===== src/rtl/qspi_boot_loader.sv =====
module qspi_boot_loader #(
  parameter int          SRAM_W     = 32,
  parameter int          SRAM_AW    = 10,
  parameter int          CNT_W      = 20,
  parameter logic [23:0] FLASH_ADDR = 24'h001000,
  parameter int          GAP_CLKS   = 3
) (
  input  logic               clk,
  input  logic               rst_n,
  input  logic [CNT_W-1:0]   total_bytes,
  output logic               flash_cs_n,
  output logic               flash_sclk,
  output logic [3:0]         flash_io_out,
  output logic [3:0]         flash_io_oe,
  input  logic [3:0]         flash_io_in,
  output logic [SRAM_AW-1:0] sram_addr,
  output logic [SRAM_W-1:0]  sram_wdata,
  output logic               sram_we_n,
  output logic               sram_ce_n,
  output logic               sram_sel,
  output logic               done
);
  localparam int LANES = SRAM_W / 8;
  localparam int LW    = (LANES > 1) ? $clog2(LANES) : 1;
  localparam int GW    = $clog2(GAP_CLKS + 1);

  typedef enum logic [1:0] {ST_GAP, ST_XFER, ST_DONE} st_t;
  typedef enum logic [2:0] {OP_RDSR2, OP_WREN, OP_WRSR, OP_RDSR1, OP_READ, OP_NONE} op_t;

  st_t               st;
  op_t               op, nxt;
  logic [GW-1:0]     gap;
  logic [31:0]       sh;
  logic [5:0]        cyc;
  logic              fin, oe_q, nib_lo;
  logic [7:0]        rx;
  logic [3:0]        nhi;
  logic [SRAM_W-1:0] wbuf;
  logic [LW-1:0]     lane;
  logic [CNT_W-1:0]  nbytes;
  logic [SRAM_AW-1:0] waddr;

  function automatic logic [31:0] cmd_of(op_t o);
    case (o)
      OP_RDSR2: return {8'h35, 24'h0};
      OP_WREN:  return {8'h06, 24'h0};
      OP_WRSR:  return {8'h31, 8'h02, 16'h0};
      OP_RDSR1: return {8'h05, 24'h0};
      default:  return {8'h6B, FLASH_ADDR};
    endcase
  endfunction

  logic [7:0]        st_byte, rd_byte;
  logic [SRAM_W-1:0] wnext;
  logic              last_byte, word_full;

  assign st_byte   = {rx[6:0], flash_io_in[1]};
  assign rd_byte   = {nhi, flash_io_in};
  assign wnext     = wbuf | (SRAM_W'(rd_byte) << {lane, 3'b000});
  assign last_byte = ({1'b0, nbytes} + 1'b1) == {1'b0, total_bytes};
  assign word_full = (lane == LW'(LANES - 1));

  assign flash_io_out = {2'b11, 1'b0, sh[31]};
  assign flash_io_oe  = oe_q ? 4'b1101 : 4'b0000;

  always_ff @(posedge clk or negedge rst_n) begin
    if (!rst_n) begin
      st <= ST_GAP;        op <= OP_RDSR2;   nxt <= OP_NONE;
      gap <= '0;           sh <= '0;         cyc <= '0;
      fin <= 1'b0;         oe_q <= 1'b1;     nib_lo <= 1'b0;
      rx <= '0;            nhi <= '0;        wbuf <= '0;
      lane <= '0;          nbytes <= '0;     waddr <= '0;
      flash_cs_n <= 1'b1;  flash_sclk <= 1'b0;
      sram_addr <= '0;     sram_wdata <= '0;
      sram_we_n <= 1'b1;   sram_ce_n <= 1'b1;
      sram_sel <= 1'b1;    done <= 1'b0;
    end else begin
      sram_we_n <= 1'b1;
      sram_ce_n <= 1'b1;
      case (st)
        ST_GAP: begin
          if (gap == GW'(GAP_CLKS - 1)) begin
            gap <= '0;
            st <= ST_XFER;
            flash_cs_n <= 1'b0;
            sh <= cmd_of(op);
            cyc <= '0;
            fin <= 1'b0;
            oe_q <= 1'b1;
          end else begin
            gap <= gap + 1'b1;
          end
        end
        ST_XFER: begin
          if (!flash_sclk) begin
            flash_sclk <= 1'b1;
            if (cyc != 6'd40) cyc <= cyc + 6'd1;
            case (op)
              OP_RDSR2, OP_RDSR1: begin
                if (cyc >= 6'd8) begin
                  rx <= st_byte;
                  if (cyc == 6'd15) begin
                    fin <= 1'b1;
                    if (op == OP_RDSR2)
                      nxt <= st_byte[1] ? ((total_bytes == '0) ? OP_NONE : OP_READ) : OP_WREN;
                    else
                      nxt <= st_byte[0] ? OP_RDSR1 : OP_RDSR2;
                  end
                end
              end
              OP_WREN: if (cyc == 6'd7) begin
                fin <= 1'b1;
                nxt <= OP_WRSR;
              end
              OP_WRSR: if (cyc == 6'd15) begin
                fin <= 1'b1;
                nxt <= OP_RDSR1;
              end
              OP_READ: if (cyc == 6'd40) begin
                if (!nib_lo) begin
                  nhi <= flash_io_in;
                  nib_lo <= 1'b1;
                end else begin
                  nib_lo <= 1'b0;
                  nbytes <= nbytes + 1'b1;
                  if (word_full || last_byte) begin
                    sram_we_n <= 1'b0;
                    sram_ce_n <= 1'b0;
                    sram_addr <= waddr;
                    sram_wdata <= wnext;
                    waddr <= waddr + 1'b1;
                    wbuf <= '0;
                    lane <= '0;
                  end else begin
                    wbuf <= wnext;
                    lane <= lane + 1'b1;
                  end
                  if (last_byte) begin
                    fin <= 1'b1;
                    nxt <= OP_NONE;
                  end
                end
              end
              default: ;
            endcase
          end else begin
            flash_sclk <= 1'b0;
            if (fin) begin
              fin <= 1'b0;
              flash_cs_n <= 1'b1;
              oe_q <= 1'b1;
              if (nxt == OP_NONE) begin
                st <= ST_DONE;
                done <= 1'b1;
                sram_sel <= 1'b0;
              end else begin
                st <= ST_GAP;
                op <= nxt;
              end
            end else begin
              sh <= {sh[30:0], 1'b0};
              if (op == OP_READ && cyc == 6'd32) oe_q <= 1'b0;
            end
          end
        end
        default: ;
      endcase
    end
  end
endmodule


===== config.mk =====
export PLATFORM = sky130hd
export DESIGN_NAME = qspi_boot_loader
export DESIGN_NICKNAME = d
export VERILOG_FILES = /design/src/rtl/qspi_boot_loader.sv
export SDC_FILE = /design/constraint.sdc
export NUM_CORES = 1
export LEC_CHECK = 0
export BUFFER_PORTS_ARGS = -buffer_cell sky130_fd_sc_hd__clkbuf_2
export CAP_MARGIN = 25
export CELL_PAD_IN_SITES_DETAIL_PLACEMENT = 0
export CELL_PAD_IN_SITES_GLOBAL_PLACEMENT = 2
export CORE_ASPECT_RATIO = 0.9
export CORE_MARGIN = 5
export CORE_UTILIZATION = 30
export DETAILED_ROUTE_END_ITERATION = 10
export PLACE_DENSITY_LB_ADDON = 0.1
export SYNTH_ARGS = -nofsm -noshare
export SYNTH_HDL_FRONTEND = slang
export SYNTH_SLANG_ARGS = --single-unit

===== constraint.sdc =====
create_clock -name clk -period 7.9 [get_ports clk]
set_input_delay 0 -clock clk [delete_from_list [all_inputs] [get_ports clk]]
set_output_delay 0 -clock clk [all_outputs]
set_load 0.02 [all_outputs]

==> metrics.md <==
| Metric | Value |
|---|---|
| Worst setup SP type | `flip-flop` |
| Die Ht | `158 um` |
| Commonest non-fill, non-tap cell in the layout | `dfrtp_1` |
| Starting Density | `0.303` |
| Post-route minimum period | `3.74 ns` |
| CP required | `8.23 ns` |
| Top_reg_cell synth | `dfrtp_1` |
| Maximum VDD drop | `0.128 mV` |
| Synth cell types | `68` |
| GPL Wtd Cong | `0.796` |
| YS warnings | `0` |
| Async SR Flop Fraction | `1.00` |
| CTS max path bufs | `2` |
| Final worst path period share | `0.474` |
| Post-synth top area cell | `dfrtp_1` |
| Main area contributors after synthesis | `dfrtp_1 (51%), a21oi_1 (5.7%), xnor2_1 (4.0%)` |
| Final max-slew violation count | `0` |
| Highest-count cells in the layout ignoring fill and taps | `dfrtp_1 (149), a21oi_1 (83), clkbuf_2 (76)` |
| Met2 wire length | `8.86 mm` |
| Final setup vio count | `0` |
| P&R area growth vs syn | `16.6%` |
| Crit path max fanout | `33` |
| DR DRC count | `0` |
| Hold crit path type | `in2reg` |
| Layout cell share with drive strength beyond 1 | `0.196` |
| Drt initial violations | `375` |
| Final #Nets | `819` |
| Clk_lat worst skew | `0.42 ns` |
| Final Cell Area | `0.00851 mm2` |
| Post-CTS setup buffers | `0` |
| Synthesized area | `0.00730 mm2` |
| EDFF count, synth | `0` |
| Cell area after placement | `0.00789 mm2` |
| Largest family of logic cells by synthesized area | `simple AND/OR/NAND/NOR gates` |
| Drt pass-1 iters | `8` |
| N_diodes | `0` |
| Max-cap violations | `0` |
| Routed Antenna Nets | `0` |
| First-pass GRT wire length | `31.0 mm` |
| Number of buffers created by CTS | `17` |
| Met1 wire length | `9.03 mm` |
| Slew HR | `0.377` |
| DIE AREA | `0.0276 mm2` |
| Slew @ Worst Pin | `0.927 ns` |
| Vias in the first global route | `5,670` |
| Gr usage total | `0.140` |
| Die width | `174 um` |
| Max Clock Freq | `0.267 GHz` |
| Cell count after synthesis | `731` |
| GRT overflow | `0` |
| Setup crit end kind | `flip-flop` |
| PortBufs | `77` |
| # resized after CTS | `0` |
| Via density | `5.01` |
| Top sig layer | `met4` |
| CTS H-tree lvls | `4` |
| WL per Instance | `16.9 um` |
| Sum Neg Setup Slack | `0 ns` |
| Worst Setup Path Type | `reg2reg` |
| Synth top area share | `0.511` |
| Leakage | `0.00384 uW` |
| FILL cells | `2,431` |
| Largest net degree at the start of global routing | `81` |
| Skew final | `0.0104 ns` |
| Antenna violations before repair | `0` |
| Rows | `54` |
| Power Density | `249 mW/mm2` |
| XOR/XNOR Fraction of Synth Area | `0.0684` |
| Seq/Total Area, Yosys | `0.532` |
| Sink Count | `155` |
| Post-synthesis area per instance | `9.99 um2` |
| CTS tree | `yes` |
| Hpwl dp | `12.8 mm` |
| Status | `complete, no violations` |
| Core Area | `0.0241 mm2` |
| CTS clk-pin slew, worst paths | `0.07 ns` |
| Synth Area in Adders | `0.0103` |
| Number of synthesized register bits | `155` |
| I/O pin total | `82` |
| DR vias | `5,554` |
| Critical path arrival | `4.07 ns` |
| Hold-fix buffers at CTS | `1` |
| CTS Root Cell | `clkbuf_16` |
| Unrepaired setup endpoints after global routing | `false` |
| DRT Wirelength | `18.7 mm` |
| Compound-Gate Fraction of Synth Area | `0.150` |
| Multiplexer area fraction after synthesis | `0.0291` |
| Metal3 WL | `659 um` |
| Synth Area in Simple Gates | `0.168` |
| Final Hold Vio Count | `0` |
[path summary, 6_finish.rpt]
check	startpoint	end	slack [ns]	depth (start not counted)
hold / removal	flash_io_in[3]	wbuf[3]	0.03	3
setup / recovery	nbytes[2]	sram_wdata[14]	4.16	10
hold reg to reg	done	done	0.48	1
max in group asynchronous	rst_n	nxt[0]	6.58	4
setup reg to reg	nbytes[2]	sram_wdata[14]	4.16	10
min in group asynchronous	rst_n	nbytes[6]	0.18	2
[final cells by class]
| cell class | count | area (um2) | share of cell area |
|---|---|---|---|
| clock inverters | 15 | 159 | 0.0187 |
| inverters | 11 | 41.3 | 0.00485 |
| repair buffers | 86 | 482 | 0.0566 |
| multi-input cells | 516 | 3130 | 0.368 |
| flip-flops and latches | 155 | 3890 | 0.457 |
| well taps | 308 | 385 | 0.0453 |
| clock buffers | 17 | 425 | 0.0500 |
[through the flow]
| stage | instances | util | total power [uW] | setup slack (ns) | hold WS, ns |
|---|---|---|---|---|---|
| 2_1_floorplan | 733 | - | 1210 | 4.93 | -0.296 |
| 4_1_cts | 1107 | 0.352 | 2160 | 4.14 | 0.00819 |
| 3_5_place_dp | 1074 | 0.327 | 1320 | 4.18 | 0.112 |
| 6_report | 1108 | 0.353 | 2120 | 4.16 | 0.0256 |
| 3_3_place_gp | 1073 | 0.327 | 1320 | 4.26 | 0.102 |
| 5_1_grt | 1108 | 0.353 | 2260 | 3.93 | 0.0252 |
[cell families after synthesis]
group,after synthesis
other cells,2
buf+inv,62
simple gates,243
flops,155
compound gates,187
fa+ha+maj,6
xor+xnor,57
mux,19
[report_power, final]
| part | switching (uW) | internal (uW) | total (uW) | leakage, uW |
|---|---|---|---|---|
| clock | 366 | 447 | 813 | 0.000282 |
| combinational | 216 | 134 | 350 | 0.00157 |
| sequential | 81.7 | 874 | 955 | 0.00199 |
| total | 664 | 1450 | 2120 | 0.00384 |
[Yosys cell counts, drive strengths merged, types with 3 or more instances]
cell and instances:
o22ai 3, nor4 8, a22o 12, or3 4, dfstp 6, nor3 12, nor2 70, xnor2 33
ha 6, nand3 19, nor2b 10, o21ai 61, nor4b 5, nand2 67, xor2 24, mux2 18
and2 9, nand4 16, or2 7, dfrtp 149, clkbuf 30, buf 21, inv 11, and3 3
nand3b 3, a21oi 83
[registers in the layout, summed over array words and instances (netlist names)]
| signal | flops |
|---|---|
| sram_wdata | 32 |
| wbuf | 32 |
| nbytes | 20 |
| sh | 20 |
| sram_addr | 10 |
| waddr | 10 |
| cyc | 6 |
| nhi | 4 |
| nxt | 3 |
| op | 3 |
| gap | 2 |
| lane | 2 |
| st | 2 |
| done | 1 |
| fin | 1 |
| flash_cs_n | 1 |
| flash_sclk | 1 |
| nib_lo | 1 |
| oe_q | 1 |
| rx | 1 |
| sram_ce_n | 1 |
| sram_sel | 1 |
[per-layer routing]
layer	track usage	vias to the layer above
met5	0	-
met4	0.0335	0
met3	0.0320	14
met2	0.226	102
met1	0.193	2786
li1	-	2652
[worst max-delay path, stage by stage (launching register included)]
cell and delay, ns:
dfrtp_1 0.48, nand4_1 0.38, or2_2 0.43, xnor2_1 0.17, or4_1 0.52, a211o_1 0.28
o31a_1 0.33, nor2_2 0.09, buf_4 0.35, inv_2 0.35, o21ai_0 0.27
Power figures use the tool's default switching activity.
